[config.mk]
export PLATFORM = sky130hd
export DESIGN_NAME = acc8_core
export DESIGN_NICKNAME = d
export VERILOG_FILES = /design/src/rtl/acc8_pkg.sv /design/src/rtl/acc8_alu.sv /design/src/rtl/acc8_fsm.sv /design/src/rtl/acc8_core.sv
export SDC_FILE = /design/constraint.sdc
export NUM_CORES = 1
export LEC_CHECK = 0
export CORE_MARGIN = 2
export CORE_UTILIZATION = 45
export CTS_BUF_LIST = sky130_fd_sc_hd__clkbuf_4
export DETAILED_ROUTE_END_ITERATION = 16
export HOLD_SLACK_MARGIN = 0.12
export PLACE_DENSITY_LB_ADDON = 0.3
export REMOVE_ABC_BUFFERS = 1
export SYNTH_ARGS = -nofsm -noshare
export SYNTH_HDL_FRONTEND = slang
export SYNTH_SLANG_ARGS = --single-unit
[constraint.sdc]
create_clock -name clk -period 4.3 [get_ports clk]
set_input_delay 0.645 -clock clk [delete_from_list [all_inputs] [get_ports clk]]
set_output_delay 0.645 -clock clk [all_outputs]
set_load 0.05 [all_outputs]
[src/rtl/acc8_pkg.sv]
package acc8_pkg;
  typedef enum logic [2:0] {
    S_FETCH, S_DECODE, S_EXEC, S_OPLO, S_OPHI, S_OPEND, S_MEM, S_LDWAIT
  } state_t;

  localparam logic [7:0] OPC_LOAD    = 8'h01;
  localparam logic [7:0] OPC_STORE   = 8'h02;
  localparam logic [7:0] OPC_TO_R    = 8'h03;
  localparam logic [7:0] OPC_FROM_R  = 8'h04;
  localparam logic [7:0] OPC_GOTO    = 8'h05;
  localparam logic [7:0] OPC_GOTO_Z  = 8'h06;
  localparam logic [7:0] OPC_GOTO_NZ = 8'h07;

  function automatic logic takes_operand(input logic [7:0] op);
    return (op == OPC_LOAD) || (op == OPC_STORE) || (op == OPC_GOTO) ||
           (op == OPC_GOTO_Z) || (op == OPC_GOTO_NZ);
  endfunction
endpackage

[src/rtl/acc8_alu.sv]
module acc8_alu #(
  parameter int W = 8
) (
  input  logic [2:0]   sel,
  input  logic [W-1:0] a,
  input  logic [W-1:0] b,
  output logic [W-1:0] res,
  output logic         zero
);
  always_comb begin
    unique case (sel)
      3'd0: res = a + b;
      3'd1: res = a - b;
      3'd2: res = a + W'(1);
      3'd3: res = '0;
      3'd4: res = a & b;
      3'd5: res = a | b;
      3'd6: res = a ^ b;
      default: res = ~a;
    endcase
    zero = ~|res;
  end
endmodule

[src/rtl/acc8_fsm.sv]
module acc8_fsm
  import acc8_pkg::*;
#(
  parameter int W = 8
) (
  input  logic         clk,
  input  logic         rst,
  input  logic [W-1:0] rdata,
  input  logic [W-1:0] ir,
  output state_t       state
);
  state_t nxt;

  always_comb begin
    nxt = S_FETCH;
    unique case (state)
      S_FETCH:  nxt = S_DECODE;
      S_DECODE: nxt = takes_operand(rdata) ? S_OPLO : S_EXEC;
      S_EXEC:   nxt = S_FETCH;
      S_OPLO:   nxt = S_OPHI;
      S_OPHI:   nxt = S_OPEND;
      S_OPEND:  nxt = (ir == OPC_LOAD || ir == OPC_STORE) ? S_MEM : S_FETCH;
      S_MEM:    nxt = (ir == OPC_LOAD) ? S_LDWAIT : S_FETCH;
      default:  nxt = S_FETCH;
    endcase
  end

  always_ff @(posedge clk) begin
    if (rst) state <= S_FETCH;
    else     state <= nxt;
  end

  // the data access state is reached only by a load or a store
  p_mem_ldst_r4: assert property (@(posedge clk) disable iff (rst)
    (state == S_MEM) |-> (ir == OPC_LOAD || ir == OPC_STORE));
endmodule

[src/rtl/acc8_core.sv]
module acc8_core
  import acc8_pkg::*;
#(
  parameter int DATA_W = 8
) (
  input  logic                  clk,
  input  logic                  rst,
  output logic [2*DATA_W-1:0]   mem_addr_o,
  output logic [DATA_W-1:0]     mem_wdata_o,
  input  logic [DATA_W-1:0]     mem_rdata_i,
  output logic                  mem_rd_o,
  output logic                  mem_wr_o
);
  localparam int ADDR_W = 2 * DATA_W;

  state_t              state;
  logic [ADDR_W-1:0]   pc;
  logic [DATA_W-1:0]   ac, r, ir, lo, hi;
  logic                z;
  logic [DATA_W-1:0]   alu_res;
  logic                alu_zero;
  logic                is_alu, take_jump;

  acc8_fsm #(.W(DATA_W)) u_fsm (
    .clk(clk), .rst(rst), .rdata(mem_rdata_i), .ir(ir), .state(state)
  );

  acc8_alu #(.W(DATA_W)) u_alu (
    .sel(ir[2:0]), .a(ac), .b(r), .res(alu_res), .zero(alu_zero)
  );

  assign is_alu    = (ir >> 3) == DATA_W'(1);
  assign take_jump = (ir == OPC_GOTO) || (ir == OPC_GOTO_Z && z) ||
                     (ir == OPC_GOTO_NZ && !z);

  always_comb begin
    mem_rd_o    = 1'b0;
    mem_wr_o    = 1'b0;
    mem_addr_o  = pc;
    mem_wdata_o = ac;
    unique case (state)
      S_FETCH, S_OPLO, S_OPHI: mem_rd_o = 1'b1;
      S_MEM: begin
        mem_addr_o = {hi, lo};
        if (ir == OPC_LOAD) mem_rd_o = 1'b1;
        else                mem_wr_o = 1'b1;
      end
      default: ;
    endcase
  end

  always_ff @(posedge clk) begin
    if (rst) begin
      pc <= '0; ac <= '0; r <= '0; z <= 1'b0;
      ir <= '0; lo <= '0; hi <= '0;
    end else begin
      unique case (state)
        S_FETCH:  pc <= pc + ADDR_W'(1);
        S_DECODE: ir <= mem_rdata_i;
        S_OPLO:   pc <= pc + ADDR_W'(1);
        S_OPHI: begin
          lo <= mem_rdata_i;
          pc <= pc + ADDR_W'(1);
        end
        S_OPEND: begin
          hi <= mem_rdata_i;
          if (take_jump) pc <= {mem_rdata_i, lo};
        end
        S_LDWAIT: ac <= mem_rdata_i;
        S_EXEC: begin
          if (ir == OPC_TO_R)        r  <= ac;
          else if (ir == OPC_FROM_R) ac <= r;
          else if (is_alu) begin
            ac <= alu_res;
            z  <= alu_zero;
          end
        end
        default: ;
      endcase
    end
  end

  // first cycle after reset fetches from address zero
  p_reset_fetch_r1: assert property (@(posedge clk) disable iff (rst)
    $past(rst) |-> (mem_rd_o && mem_addr_o == '0));
  // strobes never overlap
  p_rdwr_excl_r2: assert property (@(posedge clk) disable iff (rst)
    !(mem_rd_o && mem_wr_o));
  // every read is followed by a state that consumes its data
  p_read_used_r2: assert property (@(posedge clk) disable iff (rst)
    mem_rd_o |=> (state == S_DECODE || state == S_OPHI ||
                  state == S_OPEND || state == S_LDWAIT));
  // each opcode fetch steps the program counter by one
  p_pc_step_r3: assert property (@(posedge clk) disable iff (rst)
    (state == S_FETCH) |=> (pc == $past(pc) + ADDR_W'(1)));
  // unconditional jump lands on the assembled operand
  p_jump_r6: assert property (@(posedge clk) disable iff (rst)
    (state == S_OPEND && ir == OPC_GOTO) |=> (pc == {$past(mem_rdata_i), $past(lo)}));
  // the flag moves only while an arithmetic/logic opcode executes
  p_z_only_alu_r9: assert property (@(posedge clk) disable iff (rst)
    !(state == S_EXEC && is_alu) |=> $stable(z));
  // unknown opcodes leave accumulator, register and flag alone
  p_badop_nop_r10: assert property (@(posedge clk) disable iff (rst)
    (state == S_EXEC && ir >= DATA_W'(8'h10)) |=> ($stable(ac) && $stable(r) && $stable(z)));
endmodule

==> summary.md <==
| Metric | Value |
|---|---|
| Synth warnings | `0` |
| First-pass GRT wire length | `19100 um` |
| Detail Placement HPWL | `8160 um` |
| Site row count | `35` |
| DRC | `0` |
| Number of port buffers | `35` |
| Setup bufs post-CTS | `0` |
| Crit path kind | `reg -> reg` |
| Clock-pin slew on the worst setup and hold paths | `120 ps` |
| Fin Setup TNS | `0 ps` |
| Total grt overflow | `0` |
| DR WL/cell | `16.8 um` |
| CP Capture Type | `flop` |
| Post-cts hold buffer count | `0` |
| Max-Slew Margin vs Limit | `22.2%` |
| Synthesis-to-finish area growth | `12.1%` |
| RSZ-0062 raised after global routing | `no` |
| Initial antenna violation count | `0` |
| Starting Density | `46.5%` |
| Final Cycle Share | `84.1%` |
| Worst endpoint data arrival time | `3970 ps` |
| I/O pin count | `36` |
| Post-synth ARST share | `0%` |
| Routed vias | `4084` |
| Remaining antenna violation count | `0` |
| Largest cells by area after synthesis | `dfxtp_1 28%, mux2i_1 7.4%, ha_1 7.3%` |
| Fin crit period | `3620 ps` |
| Clock buffer depth | `2` |
| Slew Limit Fails | `0` |
| Top-area cell type share of the netlist area | `27.9%` |
| Placed Area | `4690 um^2` |
| Die Area | `10400 um^2` |
| Status | `finished clean` |
| Root buffer cell | `clkbuf_4` |
| Total global-route track usage | `23.5%` |
| Num CTS Buffers | `9` |
| CP required | `4660 ps` |
| Crit-path max FO | `19` |
| Leading area contributor after synthesis | `dfxtp_1` |
| GP Congestion | `0.924` |
| Number of global-route vias before repair | `3863` |
| Fraction of layout cells with a size suffix above 1 | `10.3%` |
| CTS tree | `done` |
| Synthesized flop and latch total | `60` |
| Final Cell Area | `4820 um^2` |
| Total Power | `1.26 mW` |
| Fin nets | `593` |
| Cells after Synth | `538` |
| Filler cells | `890` |
| Setup WS post-layout | `683 ps` |
| Skew-Pair Late Insertion Delay | `410 ps` |
| Place WS | `733 ps` |
| Die X | `102 um` |
| Clock skew | `18.5 ps` |
| Peak supply drop | `0.244 mV` |
| Drt initial violations | `190` |
| Worst-Margin Slew | `1170 ps` |
| Post-synthesis sequential area ratio | `27.9%` |
| Drt first pass iters | `5` |
| FMAX | `0.276 GHz` |
| Max-cap violations | `0` |
| Largest net degree at the start of global routing | `40` |
| Chip Height | `102 um` |
| PwrDens | `261 nW/um^2` |
| Hold Path Class | `reg -> reg` |
| Final setup fails | `0` |
| WL final | `11600 um` |
| H-tree depth | `3` |
| Pleak | `1.80 nW` |
| # diodes | `0` |
| Final hold viol count | `0` |
| Most used flip-flop cell after synthesis | `dfxtp_1` |
| Number of flops mapped to enable cells by yosys | `0` |
| Synth cell types | `66` |
| CP Launch Type | `flop` |
| Syn avg cell area | `7.99 um^2` |
| Netlist area before placement | `4300 um^2` |
| PostCTS Resize Cnt | `0` |
| Number of clock sinks | `60` |
| Routed vias/inst | `5.91` |
| Core area | `9240 um^2` |
| Most frequent cells in the layout | `64 x nor2_1, 60 x dfxtp_1, 53 x nand2_1, 40 x a21oi_1, 34 x clkdlybuf4s50_1` |
| Commonest non-fill, non-tap cell in the layout | `nor2_1` |
metal layers:
layer | global-route usage, % | share of wire, % | wire, um
met3 | 3.17 | 5.8 | 679
met1 | 30.8 | 45 | 5190
met4 | 9.36 | 2.1 | 240
met5 | 0 | 0 | 0
met2 | 39.2 | 47 | 5500
power breakdown:
part           switching, mW  total, mW  leakage, nW  internal, mW
logic                  0.156      0.252         1.24        0.0960
registers             0.0329      0.606        0.486         0.573
clock network          0.226      0.400       0.0693         0.174
total                  0.415       1.26         1.80         0.843
cell families after synthesis:
kind of cell / Yosys count / synth area share [%]
and+or+nand+nor: 202 / 23.4
AOI/OAI and AO/OA: 135 / 20.5
buffers and inverters: 60 / 6.20
DFF: 60 / 27.9
muxes: 54 / 14.1
adders and majority gates: 26 / 7.74
xor gates and xnor gates: 1 / 0.204
cell type report:
| type | instances | area [um^2] | area share (%) |
|---|---|---|---|
| multi-input cells | 418 | 2830 | 58.7 |
| repair buffers | 41 | 390 | 8.10 |
| clock inverters | 7 | 67.6 | 1.40 |
| clock buffers | 9 | 67.6 | 1.40 |
| well taps | 129 | 161 | 3.35 |
| inverters | 27 | 101 | 2.10 |
| flip-flops and latches | 60 | 1200 | 24.9 |
stage by stage:
step | cells | util [%] | hold WS [ps]
finish | 691 | 52.2 | 459
global route | 691 | 52.2 | 494
CTS | 691 | 52.2 | 464
detailed placement | 675 | 50.7 | 449
global placement | 675 | 50.7 | 441
floorplan | 505 | - | 428
worst paths after layout:
| check | start | endpoint | slack (ps) | cells past startpoint |
|---|---|---|---|---|
| worst min-delay path | hi[4]$_SDFFE_PP0P_ | hi[4]$_SDFFE_PP0P_ | 460 | 2 |
| worst max-delay path | ir[2]$_SDFFE_PP0P_ | z$_SDFFE_PP0P_ | 680 | 11 |
| worst max register to register | ir[2]$_SDFFE_PP0P_ | z$_SDFFE_PP0P_ | 680 | 11 |
| worst min register to register | hi[4]$_SDFFE_PP0P_ | hi[4]$_SDFFE_PP0P_ | 460 | 2 |
cell usage after synthesis (3+ instances only):
cell type	n
a211oi_1	7
a21o_1	5
a21oi_1	40
a22oi_1	3
a31oi_1	6
and3_1	4
and4_1	3
buf_2	9
buf_6	3
clkbuf_1	19
dfxtp_1	60
ha_1	25
inv_1	27
mux2_2	19
mux2i_1	32
nand2_1	53
nand2b_1	9
nand3_1	17
nand3b_1	6
nor2_1	64
nor2b_1	4
nor3_1	11
nor3b_1	3
nor4_1	7
o2111ai_1	4
o211ai_1	5
o21ai_0	27
o22ai_1	3
o31ai_1	8
or3_1	3
or3b_2	3
or4_4	3
critical path, cell delays in order (launching register included):
cell      delay [ps]
dfxtp_1          560
or3b_2           650
nand2_1          110
ha_1             180
inv_1             60
fa_1             380
nand2b_1         180
a21oi_1          200
mux2_2           350
a211o_1          230
or4_1            530
o21ai_1          120
registers in the layout, indices dropped and copies added, names as in the netlist:
| name | cells |
|---|---|
| pc | 16 |
| z | 1 |
| ir | 8 |
| mem_wdata_o | 8 |
| r | 8 |
| hi | 8 |
| lo | 8 |
| u_fsm.state | 3 |
No activity file was read; power rests on OpenSTA's default activity.
